**config.mk**
```make
export PLATFORM = sky130hd
export DESIGN_NAME = clkdiv_bank
export DESIGN_NICKNAME = d
export VERILOG_FILES = /design/src/rtl/clkdiv_pkg.sv /design/src/rtl/clkdiv_stage.sv /design/src/rtl/clkdiv_bank_dp.sv /design/src/rtl/clkdiv_bank_ctrl.sv /design/src/rtl/clkdiv_bank.sv
export SDC_FILE = /design/constraint.sdc
export NUM_CORES = 1
export LEC_CHECK = 0
export ABC_AREA = 1
export BUFFER_PORTS_ARGS = -buffer_cell sky130_fd_sc_hd__buf_2
export CORE_UTILIZATION = 55
export DETAILED_ROUTE_END_ITERATION = 16
export PLACE_DENSITY = 0.74
export REMOVE_ABC_BUFFERS = 1
export SYNTH_ARGS = -nofsm -noshare
export SYNTH_HDL_FRONTEND = slang
export SYNTH_SLANG_ARGS = --single-unit
```
**constraint.sdc**
```tcl
create_clock -name clk -period 8.5 [get_ports clk]
set_clock_uncertainty 0.1 [all_clocks]
set_input_delay 0.425 -clock clk [delete_from_list [all_inputs] [get_ports clk]]
set_output_delay 0.425 -clock clk [all_outputs]
set_load 0.01 [all_outputs]
```
**src/rtl/clkdiv_pkg.sv**
```systemverilog
package clkdiv_pkg;

  localparam int CNT_W = 6;

  // live settings of one stage
  typedef struct packed {
    logic             bypass;
    logic             edgeSel;
    logic [CNT_W-1:0] highCnt;
    logic [CNT_W-1:0] lowCnt;
  } divSet_t;

  // full divider register word
  typedef struct packed {
    logic    noUpd;
    divSet_t set;
  } divCfg_t;

  localparam int CFG_W = $bits(divCfg_t);

  localparam divSet_t SET_RESET = '{bypass: 1'b1, edgeSel: 1'b0, highCnt: '0, lowCnt: '0};
  localparam divCfg_t CFG_RESET = '{noUpd: 1'b0, set: SET_RESET};

  // strobes from control to datapath
  typedef struct packed {
    logic commit;
  } ctrlStb_t;

endpackage

```
**src/rtl/clkdiv_stage.sv**
```systemverilog
module clkdiv_stage
  import clkdiv_pkg::*;
(
  input  logic    clk,
  input  logic    rstN,
  input  logic    inTick,
  input  logic    inLvl,
  input  logic    loadValid,
  input  divSet_t loadSet,
  output logic    outTick,
  output logic    outLvl,
  output logic    loadTaken
);

  divSet_t          curQ;
  logic [CNT_W:0]   cntQ;
  logic [CNT_W:0]   span;
  logic [CNT_W:0]   firstLen;
  logic             passThru;
  logic             lastTick;

  always_comb begin
    span     = {1'b0, curQ.lowCnt} + {1'b0, curQ.highCnt};
    passThru = curQ.bypass || (span == '0);
    lastTick = passThru || (cntQ == span - 1'b1);
    firstLen = curQ.edgeSel ? {1'b0, curQ.lowCnt} : {1'b0, curQ.highCnt};
  end

  assign outTick   = passThru ? inTick : (inTick && (cntQ == '0));
  assign outLvl    = passThru ? inLvl  : (cntQ < firstLen);
  assign loadTaken = loadValid && inTick && lastTick;

  always_ff @(posedge clk or negedge rstN) begin
    if (!rstN) begin
      curQ <= SET_RESET;
      cntQ <= '0;
    end else if (loadTaken) begin
      curQ <= loadSet;
      cntQ <= '0;
    end else if (inTick) begin
      cntQ <= lastTick ? '0 : cntQ + 1'b1;
    end
  end

endmodule

```
**src/rtl/clkdiv_bank_dp.sv**
```systemverilog
module clkdiv_bank_dp
  import clkdiv_pkg::*;
#(
  parameter int NUM_DIV = 3
) (
  input  logic                    clk,
  input  logic                    rstN,
  input  ctrlStb_t                stb,
  input  divSet_t [NUM_DIV-1:0]   divSet,
  output logic                    busy,
  output logic [NUM_DIV-1:0]      divTick,
  output logic [NUM_DIV-1:0]      divLvl
);

  logic [NUM_DIV:0]      tickChain;
  logic [NUM_DIV:0]      lvlChain;
  logic [NUM_DIV-1:0]    pendQ;
  logic [NUM_DIV-1:0]    taken;
  divSet_t [NUM_DIV-1:0] pendSetQ;

  assign tickChain[0] = 1'b1;
  assign lvlChain[0]  = 1'b1;

  for (genvar g = 0; g < NUM_DIV; g++) begin : g_stage
    always_ff @(posedge clk or negedge rstN) begin
      if (!rstN) begin
        pendQ[g]    <= 1'b0;
        pendSetQ[g] <= SET_RESET;
      end else if (stb.commit) begin
        pendQ[g]    <= 1'b1;
        pendSetQ[g] <= divSet[g];
      end else if (taken[g]) begin
        pendQ[g]    <= 1'b0;
      end
    end

    clkdiv_stage u_stage (
      .clk       (clk),
      .rstN      (rstN),
      .inTick    (tickChain[g]),
      .inLvl     (lvlChain[g]),
      .loadValid (pendQ[g]),
      .loadSet   (pendSetQ[g]),
      .outTick   (tickChain[g+1]),
      .outLvl    (lvlChain[g+1]),
      .loadTaken (taken[g])
    );
  end

  assign busy    = |pendQ;
  assign divTick = tickChain[NUM_DIV:1];
  assign divLvl  = lvlChain[NUM_DIV:1];

endmodule

```
**src/rtl/clkdiv_bank_ctrl.sv**
```systemverilog
module clkdiv_bank_ctrl
  import clkdiv_pkg::*;
#(
  parameter int NUM_DIV     = 3,
  parameter int ADDR_W      = 8,
  parameter int DATA_W      = 32,
  parameter int LOCK_CYCLES = 16,
  parameter int STATUS_ADDR = 16
) (
  input  logic                  clk,
  input  logic                  rstN,
  input  logic                  wrEn,
  input  logic [ADDR_W-1:0]     wrAddr,
  input  logic [CFG_W-1:0]      wrData,
  input  logic [ADDR_W-1:0]     rdAddr,
  output logic [DATA_W-1:0]     rdData,
  input  logic                  busy,
  output divSet_t [NUM_DIV-1:0] divSet,
  output ctrlStb_t              stb,
  output logic                  lock
);

  localparam int LCK_W = $clog2(LOCK_CYCLES + 1);

  typedef enum logic [1:0] {ST_LOCKED, ST_WAIT, ST_SETTLE} lockSt_t;

  divCfg_t              shadowQ [NUM_DIV];
  logic [NUM_DIV-1:0]   wrHit;
  divCfg_t              wrCfg;
  logic                 commitWr;
  ctrlStb_t             stbQ;
  lockSt_t              stQ;
  logic [LCK_W-1:0]     settleQ;

  assign wrCfg = divCfg_t'(wrData);

  for (genvar i = 0; i < NUM_DIV; i++) begin : g_reg
    assign wrHit[i] = wrEn && (wrAddr == ADDR_W'(4 * i));

    always_ff @(posedge clk or negedge rstN) begin
      if (!rstN)        shadowQ[i] <= CFG_RESET;
      else if (wrHit[i]) shadowQ[i] <= wrCfg;
    end

    assign divSet[i] = shadowQ[i].set;
  end

  assign commitWr = (|wrHit) && !wrCfg.noUpd;

  always_ff @(posedge clk or negedge rstN) begin
    if (!rstN) stbQ <= '0;
    else       stbQ.commit <= commitWr;
  end
  assign stb = stbQ;

  always_ff @(posedge clk or negedge rstN) begin
    if (!rstN) begin
      stQ     <= ST_LOCKED;
      settleQ <= '0;
    end else if (commitWr) begin
      stQ     <= ST_WAIT;
      settleQ <= '0;
    end else begin
      case (stQ)
        ST_WAIT: begin
          if (!busy && !stbQ.commit) begin
            stQ     <= ST_SETTLE;
            settleQ <= '0;
          end
        end
        ST_SETTLE: begin
          if (settleQ == LCK_W'(LOCK_CYCLES - 1)) stQ <= ST_LOCKED;
          else                                     settleQ <= settleQ + 1'b1;
        end
        default: stQ <= ST_LOCKED;
      endcase
    end
  end

  assign lock = (stQ == ST_LOCKED);

  always_comb begin
    rdData = '0;
    for (int i = 0; i < NUM_DIV; i++) begin
      if (rdAddr == ADDR_W'(4 * i)) rdData[CFG_W-1:0] = shadowQ[i];
    end
    if (rdAddr == ADDR_W'(STATUS_ADDR)) rdData[0] = lock;
  end

endmodule

```
**src/rtl/clkdiv_bank.sv**
```systemverilog
module clkdiv_bank
  import clkdiv_pkg::*;
#(
  parameter int NUM_DIV     = 3,
  parameter int ADDR_W      = 8,
  parameter int DATA_W      = 32,
  parameter int LOCK_CYCLES = 16,
  parameter int STATUS_ADDR = 16
) (
  input  logic               clk,
  input  logic               rstN,
  input  logic               wrEn,
  input  logic [ADDR_W-1:0]  wrAddr,
  input  logic [CFG_W-1:0]   wrData,
  input  logic [ADDR_W-1:0]  rdAddr,
  output logic [DATA_W-1:0]  rdData,
  output logic [NUM_DIV-1:0] divTick,
  output logic [NUM_DIV-1:0] divLvl,
  output logic               lock
);

  ctrlStb_t              stb;
  divSet_t [NUM_DIV-1:0] divSet;
  logic                  busy;

  clkdiv_bank_ctrl #(
    .NUM_DIV     (NUM_DIV),
    .ADDR_W      (ADDR_W),
    .DATA_W      (DATA_W),
    .LOCK_CYCLES (LOCK_CYCLES),
    .STATUS_ADDR (STATUS_ADDR)
  ) u_ctrl (
    .clk    (clk),
    .rstN   (rstN),
    .wrEn   (wrEn),
    .wrAddr (wrAddr),
    .wrData (wrData),
    .rdAddr (rdAddr),
    .rdData (rdData),
    .busy   (busy),
    .divSet (divSet),
    .stb    (stb),
    .lock   (lock)
  );

  clkdiv_bank_dp #(
    .NUM_DIV (NUM_DIV)
  ) u_dp (
    .clk     (clk),
    .rstN    (rstN),
    .stb     (stb),
    .divSet  (divSet),
    .busy    (busy),
    .divTick (divTick),
    .divLvl  (divLvl)
  );

endmodule

```
==> results.toml <==
[clock_tree]
clockRootBuffer = "clkbuf_16"
tritoncts = "yes"
clk_latency_ps = 430
htreeDepth = 4
cts_setup_buffers = 0
cts_hold_buf = 0
cts_inserted_buffers = 17
clkTransAtPathRegs_ps = 60
cts.path.max_buffers = 2
cts.repair.resized = 0
cts_sinks = 161

[floorplanning]
core-area_um2 = 16700
initial_core_util = 0.566
die_y_um = 133
dieArea_um2 = 17700
row_count = 47
die_w_um = 133
ios = 73

[grt]
antenna_found_initial = 0
grt_pass1_vias = 7513
grt_use_total = 0.258
grt_pass1_wl_um = 36400
grt_overflow = 0
grt_max_degree = 103

[sta]
holdWs_ps = -7.95
min_period_over_period = 0.435
max_freq_ghz = 0.271
rsz0062_at_grt = "no"
finalCriticalPeriod_ps = 3700
slew_headroom = 0.284
setup_slack_ps = 4800
worst_pin_slew_ps = 1070
setup_viol = 0
slew_violations = 0
tns_ps = 0
hold_viol_final = 1

[setup_path]
cp-start-kind = "register"
cp_cell_sequence = "ha_1 -> inv_1 -> fa_1 -> ha_1 -> nand2_1 -> inv_2 -> nand3_1 -> nor2_2 -> nand3_1 -> nand2_1 -> inv_2 -> nand2_4 -> nand2_4 -> inv_1 -> buf_2"
cp_num_cells = 15
critical_path.top_delay_family = "simple AND/OR/NAND/NOR gates"
r2r-end = "u_dp.g_stage[0].u_stage.curQ[9]$_DFFE_PN0P_"
path_max_fanout = 24
r2r-start = "u_dp.g_stage[0].u_stage.curQ[0]$_DFFE_PN0P_"
slowest_stage = "fa_1"
r2r.worst_path.cells = 17
required_ps = 7980
worstSetupPathType = "register to output port"
slowest_delay_ps = 520
critPathCaptureType = "output port"
ff2ff_setup_slack_ps = 4980
crit_arrival_ps = 3170
timing.critical_path.buf_inv = 5

[outcome]
outcome = "finished with violations"
failed_checks = "negative hold slack"

[power_and_ir_drop]
clockPowerShare = 0.487
power.share.combinational = 0.030
p_sw_frac = 0.217
powerDensity_nw_per_um2 = 159
intPower_uw = 1280
seqPwrFrac = 0.483
ir_worst_vdd_v = 0.000113
p_sw_uw = 356
leakage_uw = 0.00552

[route]
wl_per_cell_um = 14.2
dr.pass1.iters = 6
avgViaCountPerCell = 5.39
via_count = 8151
drc = 0
final_antenna_net_count = 0
wl_um = 21500
drtIter0Drc = 602

[layout]
area_growth_pct = 9.17
n_fill_cell = 1531
postLayoutCoreUtil = 0.618
drive_gt1_frac = 0.102
nNetsFinal = 1362
insertedDiodeCount = 0
fin_area_um2 = 10300

[synth]
syn-cell-area_um2 = 9460
syn_inst = 1250
yosysSeqAreaShare = 0.427
post_synth.cell_area_avg_um2 = 7.57
synthFlopType = "dfrtp_1"
yosysUniqueCellTypes = 45
ys_warn_count = 0
ys_ff_latch = 161
synth_edf_count = 0
async_flop_share = 1.00

[placement]
hpwl_um = 15300
io_buffer_count = 55
place.gp.congestion = 0.868
placed_area_um2 = 9710
place_ws_ps = 5010

[job]
maxCapViolations = 0

[hold_path]
min_path_type = "primary input to asynchronous set/reset pin"
metal layers:
layer / vias to the layer above / share of wire / wire length [µm] / track usage
met4: 0 / 0.022 / 476 / 0.0928
li1: 4053 / - / - / -
met5: - / 0 / 0 / 0
met3: 32 / 0.044 / 954 / 0.0392
met1: 3834 / 0.46 / 9980 / 0.363
met2: 232 / 0.47 / 10100 / 0.409
cells in the final DEF (no fill, tap or decap), drive strengths merged:
cell and instances:
inv 117, nor3b 3, o2111a 1, and2 1, or2 1, nor3 17
nor4 3, clkinvlp 2, clkbuf 21, and3 1, dfrtp 152, dfstp 9
a21oi 43, nand3b 5, clkinv 3, a31o 1, or3 1, o21ai 64
conb 17, nand2 497, fa 3, mux2i 15, xor2 8, nor2 38
bufinv 3, nand4 14, nand3 139, buf 57, o22ai 2, ha 47
o31ai 1, o31a 1, xnor2 2, o211ai 2
power groups by stage:
stage | clock network (µW) | logic (µW) | registers, µW
5_1_grt | 837 | 57.2 | 793
3_5_place_dp | 0 | 49.6 | 805
6_report | 798 | 48.9 | 792
3_3_place_gp | 0 | 48.2 | 805
4_1_cts | 805 | 49.8 | 791
2_1_floorplan | 0 | 20.9 | 802
cell type report:
class | count | area (µm²) | share of cell area
Clock inverter | 11 | 150 | 0.0145
Clock buffer | 21 | 470 | 0.0456
Tap cell | 220 | 275 | 0.0267
Sequential cell | 161 | 4040 | 0.391
Inverter | 114 | 428 | 0.0414
Multi-Input combinational cell | 927 | 4670 | 0.452
Timing Repair Buffer | 57 | 297 | 0.0287
cell families after synthesis:
group / count (synthesis) / synth area share
AO/OA/AOI/OAI: 115 / 0.0637
XOR/XNOR: 10 / 0.00926
adder cells (fa/ha/maj): 50 / 0.0685
buffers and inverters: 178 / 0.0860
flip-flops: 161 / 0.427
multiplexers: 15 / 0.0159
other: 1 / 0.000396
AND/OR/NAND/NOR: 720 / 0.329
worst max path at each step:
| stage | start | end |
|---|---|---|
| 5_1_grt | u_dp.g_stage[0].u_stage.curQ[6]$_DFFE_PN0P_ | divTick[1] |
| 3_5_place_dp | u_dp.g_stage[0].u_stage.curQ[0]$_DFFE_PN0P_ | u_dp.g_stage[0].u_stage.curQ[0]$_DFFE_PN0P_ |
| 6_report | u_dp.g_stage[0].u_stage.curQ[6]$_DFFE_PN0P_ | divTick[1] |
| 2_1_floorplan | u_dp.g_stage[0].u_stage.curQ[0]$_DFFE_PN0P_ | u_dp.g_stage[0].u_stage.curQ[0]$_DFFE_PN0P_ |
| 4_1_cts | u_dp.g_stage[0].u_stage.curQ[6]$_DFFE_PN0P_ | divTick[1] |
| 3_3_place_gp | u_dp.g_stage[1].u_stage.curQ[0]$_DFFE_PN0P_ | u_dp.g_stage[1].u_stage.curQ[6]$_DFFE_PN0P_ |
stage by stage:
stage,cells,power (µW)
after global routing,1511,1690
after global placement,1479,853
after CTS,1511,1650
after detailed placement,1479,854
final,1511,1640
after floorplan,1202,823
Yosys cell counts (8+ instances only):
library cell | instances | area (µm²)
nand3_1 | 128 | 641
nand2_1 | 487 | 1830
o21ai_0 | 63 | 315
a21oi_1 | 42 | 210
dfstp_2 | 9 | 236
xor2_1 | 8 | 70.1
nor3_1 | 17 | 85.1
nor2_1 | 32 | 120
nand4_1 | 14 | 87.6
clkbuf_1 | 27 | 101
mux2i_1 | 15 | 150
inv_1 | 109 | 409
nand3_2 | 11 | 110
dfrtp_1 | 152 | 3800
ha_1 | 47 | 588
buf_4 | 25 | 188
registers in the layout, summed over array words and instances, names as in the netlist:
name / cells
u_ctrl.stb: 1
u_dp.pendQ: 3
u_ctrl.shadowQ: 3
u_ctrl.divSet: 42
u_ctrl.settleQ: 5
u_dp.g_stage.u_stage.cntQ: 21
u_dp.g_stage.u_stage.curQ: 42
u_ctrl.stQ: 2
u_dp.pendSetQ: 42
(Power assumes the default switching activity.)
